$ cat src/rtl/booth_pkg.sv
package booth_pkg;

  // Strobes from the sequencer to the datapath
  typedef struct packed {
    logic load;   // capture operands, clear the sum
    logic step;   // perform one recoding step
    logic last;   // current step is the final one
  } ctlStrobes_t;

endpackage

$ cat src/rtl/booth_recoder.sv
module booth_recoder (
  input  logic [2:0] window,
  output logic       isZero,
  output logic       isTwo,
  output logic       isNeg
);
  always_comb begin
    isZero = 1'b0;
    isTwo  = 1'b0;
    isNeg  = 1'b0;
    unique case (window)
      3'b000, 3'b111: isZero = 1'b1;
      3'b001, 3'b010: ;
      3'b011:         isTwo = 1'b1;
      3'b100:         begin isTwo = 1'b1; isNeg = 1'b1; end
      3'b101, 3'b110: isNeg = 1'b1;
      default:        isZero = 1'b1;
    endcase
  end
endmodule

$ cat src/rtl/booth_ctrl.sv
module booth_ctrl
  import booth_pkg::*;
#(
  parameter int N = 8
) (
  input  logic        clk,
  input  logic        rstN,
  input  logic        start,
  output ctlStrobes_t ctl,
  output logic        done
);
  localparam int STEPS = N / 2;
  localparam int CW    = (STEPS > 1) ? $clog2(STEPS) : 1;
  localparam logic [CW-1:0] LAST = CW'(STEPS - 1);

  logic          busy;
  logic [CW-1:0] stepCnt;

  always_comb begin
    ctl.load = start & ~busy;
    ctl.step = busy;
    ctl.last = busy & (stepCnt == LAST);
  end

  always_ff @(posedge clk or negedge rstN) begin
    if (!rstN) begin
      busy    <= 1'b0;
      stepCnt <= '0;
      done    <= 1'b0;
    end else begin
      done <= ctl.step & ctl.last;
      if (ctl.load) begin
        busy    <= 1'b1;
        stepCnt <= '0;
      end else if (busy) begin
        if (ctl.last) busy <= 1'b0;
        stepCnt <= stepCnt + 1'b1;
      end
    end
  end

  // done is a single-cycle pulse
  assert_done_pulse_R3: assert property (@(posedge clk) disable iff (!rstN)
    done |=> !done);

  // done only follows a step
  assert_done_after_step_R3: assert property (@(posedge clk) disable iff (!rstN)
    done |-> $past(busy));

  // a start during a multiply does not restart the count
  assert_start_ignored_R5: assert property (@(posedge clk) disable iff (!rstN)
    (busy && start && !ctl.last) |=> (busy && stepCnt == $past(stepCnt) + 1'b1));

  // load and step never coincide
  assert_strobes_exclusive_R5: assert property (@(posedge clk) disable iff (!rstN)
    $onehot0({ctl.load, ctl.step}));
endmodule

$ cat src/rtl/booth_datapath.sv
module booth_datapath
  import booth_pkg::*;
#(
  parameter int N = 8
) (
  input  logic          clk,
  input  logic          rstN,
  input  ctlStrobes_t   ctl,
  input  logic [N-1:0]  xIn,
  input  logic [N-1:0]  yIn,
  output logic [2*N-1:0] sumOut
);
  localparam int P = 2 * N;

  logic [P-1:0] acc;
  logic [P-1:0] mcand;    // sign-extended x, aligned to current step weight
  logic [N:0]   yShift;   // multiplier with implied zero below bit 0

  logic         isZero, isTwo, isNeg;
  logic [P-1:0] multiple;
  logic [P-1:0] addend;
  logic         carryIn;

  booth_recoder u_rec (
    .window (yShift[2:0]),
    .isZero (isZero),
    .isTwo  (isTwo),
    .isNeg  (isNeg)
  );

  always_comb begin
    multiple = isTwo ? {mcand[P-2:0], 1'b0} : mcand;
    addend   = isZero ? '0 : (isNeg ? ~multiple : multiple);
    carryIn  = isNeg & ~isZero;
  end

  always_ff @(posedge clk or negedge rstN) begin
    if (!rstN) begin
      acc    <= '0;
      mcand  <= '0;
      yShift <= '0;
    end else if (ctl.load) begin
      acc    <= '0;
      mcand  <= {{N{xIn[N-1]}}, xIn};
      yShift <= {yIn, 1'b0};
    end else if (ctl.step) begin
      acc    <= acc + addend + P'(carryIn);
      mcand  <= {mcand[P-3:0], 2'b00};
      yShift <= {{2{yShift[N]}}, yShift[N:2]};
    end
  end

  assign sumOut = acc;

  // the sum holds whenever no load or step is in flight
  assert_hold_idle_R4: assert property (@(posedge clk) disable iff (!rstN)
    (!ctl.load && !ctl.step) |=> $stable(acc));

  // a zero digit leaves the running sum unchanged
  assert_zero_digit_R6: assert property (@(posedge clk) disable iff (!rstN)
    (ctl.step && isZero) |=> acc == $past(acc));

  // a load clears the running sum
  assert_load_clears_R1: assert property (@(posedge clk) disable iff (!rstN)
    ctl.load |=> acc == '0);
endmodule

$ cat src/rtl/booth_mul.sv
module booth_mul
  import booth_pkg::*;
#(
  parameter int N = 8
) (
  input  logic           clk,
  input  logic           rstN,
  input  logic           start,
  input  logic [N-1:0]   multiplicand,
  input  logic [N-1:0]   multiplier,
  output logic           done,
  output logic [2*N-1:0] product
);
  ctlStrobes_t ctl;

  booth_ctrl #(.N(N)) u_ctrl (
    .clk   (clk),
    .rstN  (rstN),
    .start (start),
    .ctl   (ctl),
    .done  (done)
  );

  booth_datapath #(.N(N)) u_dp (
    .clk    (clk),
    .rstN   (rstN),
    .ctl    (ctl),
    .xIn    (multiplicand),
    .yIn    (multiplier),
    .sumOut (product)
  );
endmodule

$ cat config.mk
export PLATFORM = sky130hd
export DESIGN_NAME = booth_mul
export DESIGN_NICKNAME = d
export VERILOG_FILES = /design/src/rtl/booth_pkg.sv /design/src/rtl/booth_recoder.sv /design/src/rtl/booth_ctrl.sv /design/src/rtl/booth_datapath.sv /design/src/rtl/booth_mul.sv
export SDC_FILE = /design/constraint.sdc
export NUM_CORES = 1
export LEC_CHECK = 0
export ABC_AREA = 1
export ABC_CLOCK_PERIOD_IN_PS = 6700
export CORE_MARGIN = 5
export CORE_UTILIZATION = 40
export CTS_CLUSTER_DIAMETER = 60
export DETAILED_ROUTE_END_ITERATION = 12
export DONT_BUFFER_PORTS = 1
export GPL_ROUTABILITY_DRIVEN = 0
export GPL_TIMING_DRIVEN = 0
export PLACE_DENSITY = 0.57
export SLEW_MARGIN = 15
export SYNTH_ARGS = -nofsm -noshare
export SYNTH_HDL_FRONTEND = slang
export SYNTH_SLANG_ARGS = --single-unit
export TNS_END_PERCENT = 20
$ cat constraint.sdc
create_clock -name clk -period 6.7 [get_ports clk]
set_input_delay 0.335 -clock clk [delete_from_list [all_inputs] [get_ports clk]]
set_output_delay 0.335 -clock clk [all_outputs]
set_load 0.02 [all_outputs]
==> impl_metrics.ini, run 1 <==
[sta]
finalHoldViolations = 0
fin_crit_ps = 3210
final_max_slew_viol_count = 0
fin_crit_sh_pct = 47.9
fmax_mhz = 312
finalSetupViolCount = 0
skew_ps = 7.50
worstMarginPinSlew_ps = 654
rsz0062_at_grt = no
fin_tns_setup_ps = 0
maxSlewHeadroom_pct = 56.4

[flow_run]
maxCapViolCount = 0

[cts]
clk_pin_slew_worst_paths_ps = 100
cts-root-buf = clkbuf_8
clk_latency_ps = 300
ctsHtreeMaxLevel = 2
clock-sinks = 45
numCtsBuffers = 5
clock_path_buffers = 2
cts_resized = 0
cts_tree = done

[place]
dp_hpwl_microns = 5630
port_buffers = 0

[setup_path]
cp_top_family = adder cells
max_stage_delay_ps = 440
path_cells = inv_1, nand3_2, nand2_2, buf_2, nor2_1, o21ai_0, inv_1, fa_1, fa_1, inv_1, nand3_1, nand2_1, nand2_1, nand2_1, nand2_1, a21boi_0, o21ai_1
crit_fanout = 10
r2r-start = u_dp.yShift[2]
worst_path_most_repeated_cell = nand2_1
end_kind = register
start_kind = register
critPathKind = register to register
arrival_ps = 3390
slowest_stage = dfrtp_1
critPathRequiredTime_ps = 6880
crit_path_start = u_dp.yShift[2]
crit_buf_inv = 4

[logic_synthesis]
syn-mean-instance-area_sq_um = 7.15
synth_warnings = 0
synth_cell_types = 32
syn_nets = 447
syn_inst = 411
ys_ff_latch = 45
synth.cell_area_sq_um = 2940
seq_area_frac_synth_pct = 38.3

[cells_and_area]
regArea_sq_um = 1130
diodes = 0
synthToLayoutAreaGrowth_pct = 8.86
final_common_cell = nand2_1
multi_input_area_sq_um = 1570
final_cell_mix = nand2_1, dfrtp_1, inv_1, o21ai_1, nand3_1
num-fill-cells = 768
drive_gt1_share_pct = 6.41
fin_nets = 456

[route]
wirelength_microns = 7370
via_per_inst = 5.06
wl_per_cell_microns = 14.2
drc_errors = 0
num_vias = 2630
ant_nets = 0
dr.pass1.iters = 4
drtIter0Drc = 71

[global_route]
grt.total_usage_pct = 17.8
grt_max_degree = 46
grt_pass1_vias = 2591
grt_pass1_wl_microns = 12600
grt.overflow.total = 0
antenna_found_initial = 0

[die]
rows = 31
die_w_microns = 95.7
die_h_microns = 95.7
core_sq_um = 7210
dieArea_sq_um = 9160
pin_count = 36
start_util_pct = 40.7

[worst_hold_path]
hold_path_class = primary input to register
min_from = multiplier[7]

[outcome]
status = finished, final reports clean
-- cells by family (layout without fill, tap and decap cells) --
family,count (synthesis),after routing,synth area share (%)
adder cells (fa/ha/maj),17,17,7.75
buffers and inverters,60,70,8.09
AO/OA/AOI/OAI,90,90,17.6
flip-flops,45,45,38.3
AND/OR/NAND/NOR,198,198,27.9
XOR/XNOR,1,1,0.298
-- synthesized netlist by cell type --
library cell,instances,area share [%]
clkbuf_1,8,1.0
nand3_2,2,0.68
o221ai_1,9,2.7
nor2_2,3,0.64
nand3b_1,2,0.51
o22ai_1,2,0.43
buf_2,4,0.68
nor2_1,13,1.7
buf_6,1,0.38
xor2_1,1,0.30
o21bai_1,1,0.26
nand2b_1,1,0.21
nand4_1,1,0.21
nand2_2,4,0.85
nand3_1,26,4.4
a22o_1,1,0.30
o21ai_0,14,2.4
inv_2,4,0.51
a21o_1,1,0.26
a21oi_1,21,3.6
a22oi_1,1,0.26
clkinv_1,1,0.13
nor3_1,1,0.17
fa_1,2,1.4
o21ai_1,32,5.5
dfrtp_1,45,38
o211ai_1,6,1.5
o31ai_1,1,0.26
ha_1,15,6.4
a21boi_0,1,0.26
inv_1,42,5.4
nand2_1,145,19
-- sequential cells by signal, indices dropped and copies added, names as in the netlist --
| register | flops |
|---|---|
| u_ctrl.busy | 1 |
| u_ctrl.done | 1 |
| u_ctrl.stepCnt | 2 |
| u_dp.mcand | 16 |
| u_dp.sumOut | 16 |
| u_dp.yShift | 9 |
-- path summary, 6_finish.rpt --
path,slack (ps),endpoint,depth (start not counted)
min in group asynchronous,580,u_dp.sumOut[9],2
hold / removal,140,u_dp.yShift[8],2
max in group asynchronous,5910,u_dp.mcand[4],2
setup / recovery,3490,u_dp.sumOut[8],17
hold reg to reg,500,u_dp.yShift[8],2
setup reg to reg,3490,u_dp.sumOut[8],17
-- cell type report --
cell class	instances	share of cell area, %
Clock buffer	6	2.58
Inverter	47	5.52
Multi-Input combinational cell	306	49.2
Buffer	13	1.92
Clock inverter	2	0.509
Tap cell	99	3.87
Sequential cell	45	35.2
Timing Repair Buffer	2	1.17
-- layer usage --
metal  wire, microns  share of wire [%]  global-route usage (%)  up-vias
li1                -                  -                       -     1382
met1            3600                 49                    23.6     1191
met2            3380                 46                    30.0       51
met3             322                4.4                    3.44        6
met4              72               0.98                    4.15        0
met5               0                  0                       0        -
-- per-stage QoR --
stage	instances	area (sq um)	util (%)	setup WS (ps)	hold WS, ps
4_1_cts	520	3200	44.3	3510	133
2_1_floorplan	411	2940	-	3930	39.4
6_report	520	3200	44.3	3490	140
3_3_place_gp	510	3060	42.4	3590	41.0
5_1_grt	520	3200	44.3	3200	136
3_5_place_dp	510	3060	42.4	3580	40.7
-- what timing repair did --
| action | in CTS | in global routing |
|---|---|---|
| endpoints found under the hold margin | 45 | 0 |
| endpoints found under the setup margin | 0 | 0 |
| hold buffers | 2 | 0 |
| buffers inserted | 0 | 0 |
Power of run 1 is not shown: default switching activity piles up to over one toggle a cycle in this logic, so the estimate is an artifact.
==> run 2: changes to the inputs <==
Settings changed: ABC_AREA 1 to 0, ABC_CLOCK_PERIOD_IN_PS 6700 to 2900, PLACE_DENSITY 0.57 to 0.59.
Clock period 6.7 ns to 2.9 ns, I/O delays scaled along.
==> impl_metrics.ini, run 2 <==
[outcome]
status = complete, but fails checks
violations = negative setup slack

[cells_and_area]
diodes = 0
drive_gt1_share_pct = 13.5
synthToLayoutAreaGrowth_pct = 14.5
regArea_sq_um = 1130
final_common_cell = dfrtp_1
final_cell_mix = dfrtp_1, nand2_1, nor2_1, o21ai_0, xor2_1
multi_input_area_sq_um = 1820
num-fill-cells = 704
fin_nets = 369

[sta]
maxSlewHeadroom_pct = 55.5
finalHoldViolations = 0
rsz0062_at_grt = yes
worstMarginPinSlew_ps = 667
timing.final.ws_setup_ps = -37.3
skew_ps = 12.8
fin_crit_sh_pct = 101
fmax_mhz = 340
fin_crit_ps = 2940
final_max_slew_viol_count = 0
finalSetupViolCount = 2
fin_hold_ws_ps = 32.9
fin_tns_setup_ps = -39.8

[setup_path]
worst_path_most_repeated_cell = fa_2
crit_path_start = u_dp.yShift[1]
slowest_stage = dfrtp_1
r2r_setup_slack_ps = -40
arrival_ps = 3140
cp-endpoint = u_dp.sumOut[12]
r2r-start = u_dp.yShift[1]
crit_buf_inv = 1
rr_worst_depth = 12
max_stage_delay_ps = 450
crit_fanout = 4
critPathKind = register to register
path_cells = buf_4, o21ai_2, xnor2_1, nand2_1, fa_2, fa_2, nor2b_4, o2111ai_2, a31o_4, a211oi_4, o21ai_1, a32o_1
start_kind = register
critical_path_cell_count = 12
critPathRequiredTime_ps = 3100
cp_top_family = compound AO/OA/AOI/OAI gates
end_kind = register
r2r-end = u_dp.sumOut[12]

[cts]
clock-sinks = 45
numCtsBuffers = 5
clock_path_buffers = 2
ctsHtreeMaxLevel = 2
cts-root-buf = clkbuf_8
cts_tree = done
clk_latency_ps = 310
clk_pin_slew_worst_paths_ps = 110

[route]
drtIter0Drc = 114
via_per_inst = 5.59
wl_per_cell_microns = 16.9
wirelength_microns = 7320
dr.pass1.iters = 4
ant_nets = 0
drc_errors = 0
num_vias = 2420

[die]
pin_count = 36
die_h_microns = 96.1
dieArea_sq_um = 9230
start_util_pct = 41.1
die_w_microns = 96.1
core_sq_um = 7210
rows = 31

[logic_synthesis]
synth_most_common_cell = dfrtp_1
syn-mean-instance-area_sq_um = 9.35
synth.cell_area_sq_um = 2960
synthArstFlopShare_pct = 100
synth_top_area_share_pct = 38.0
ys_top_cells_by_area = dfrtp_1, ha_1, xor2_1, mux2i_1, o21ai_0
syn_inst = 317
syn_nets = 353
synth_warnings = 0
synth_edf_count = 0
seq_area_frac_synth_pct = 38.0
ys_ff_latch = 45
netlist.top_cell.by_area = dfrtp_1
synthFlopType = dfrtp_1
synth_commonest_cells = dfrtp_1, nand2_1, o21ai_0, nor2_1, xor2_1
synth_cell_types = 46

[place]
dp_hpwl_microns = 5200
port_buffers = 0
pre_cts_slack_ps = -310

[worst_hold_path]
hold_path_class = primary input to register
hold_depth = 2

[global_route]
grt.overflow.total = 0
grt_pass1_vias = 2344
grt_max_degree = 46
grt_pass1_wl_microns = 12200
grt.total_usage_pct = 17.1
antenna_found_initial = 0

[flow_run]
maxCapViolCount = 0
[run 2: worst register-to-register path, delay by kind of cell, from the launching register on]
family                     cells  cell delay (ps)
AOI/OAI and AO/OA              6             1110
adders and majority gates      2              740
and+or+nand+nor                2              230
xor gates and xnor gates       1              140
DFF                            1              450
buffers and inverters          1              170
[run 2: metrics by stage]
stage	instances	area (sq um)	util (%)
2_1_floorplan	317	2970	-
3_3_place_gp	416	3100	42.9
3_5_place_dp	416	3100	42.9
4_1_cts	433	3380	46.8
5_1_grt	433	3390	47.0
6_report	433	3390	47.0
[run 2: layout make-up]
class / instances / share of cell area (%)
buffer: 18 / 2.65
timing repair buffer: 10 / 3.10
clock buffer: 5 / 2.03
clock inverter: 3 / 0.848
multi-input combinational: 246 / 53.7
tap: 99 / 3.65
sequential: 45 / 33.2
inverter: 7 / 0.774
[run 2: kinds of logic (layout without fill, tap and decap cells)]
kind of cell | Yosys count | count (layout) | synth area share, %
AO/OA/AOI/OAI | 106 | 106 | 25.2
XOR/XNOR | 26 | 26 | 7.69
adder cells (fa/ha/maj) | 17 | 17 | 7.69
buffers and inverters | 26 | 43 | 3.42
flip-flops | 45 | 45 | 38.0
multiplexers | 17 | 17 | 5.87
AND/OR/NAND/NOR | 80 | 80 | 12.2
[run 2: worst min path at each step]
stage	slack (ps)	start	to
global route	20	multiplier[1]	u_dp.yShift[2]
CTS	30	multiplier[1]	u_dp.yShift[2]
global placement	-150	rstN	u_dp.sumOut[3]
finish	30	multiplier[1]	u_dp.yShift[2]
floorplan	-150	rstN	u_ctrl.busy
detailed placement	-150	rstN	u_dp.sumOut[3]
[run 2: repair_timing]
| item | in CTS | in global routing |
|---|---|---|
| hold buffers | 5 | 0 |
| resized for setup | 20 | 4 |
| pin swaps | 4 | 2 |
| cloned | 0 | 0 |
| buffers inserted | 5 | 0 |
| setup endpoints to repair | 9 | 8 |
| endpoints found under the hold margin | 48 | 0 |
[run 2: metal layers]
metal / global-route usage, % / vias to the layer above / share of wire [%]
met5: 0 / - / 0
met4: 3.91 / 0 / 0.53
met3: 3.91 / 2 / 4.9
met2: 27.7 / 55 / 47
met1: 23.1 / 1182 / 48
li1: - / 1181 / -
Power of run 2 is left out for the same reason.
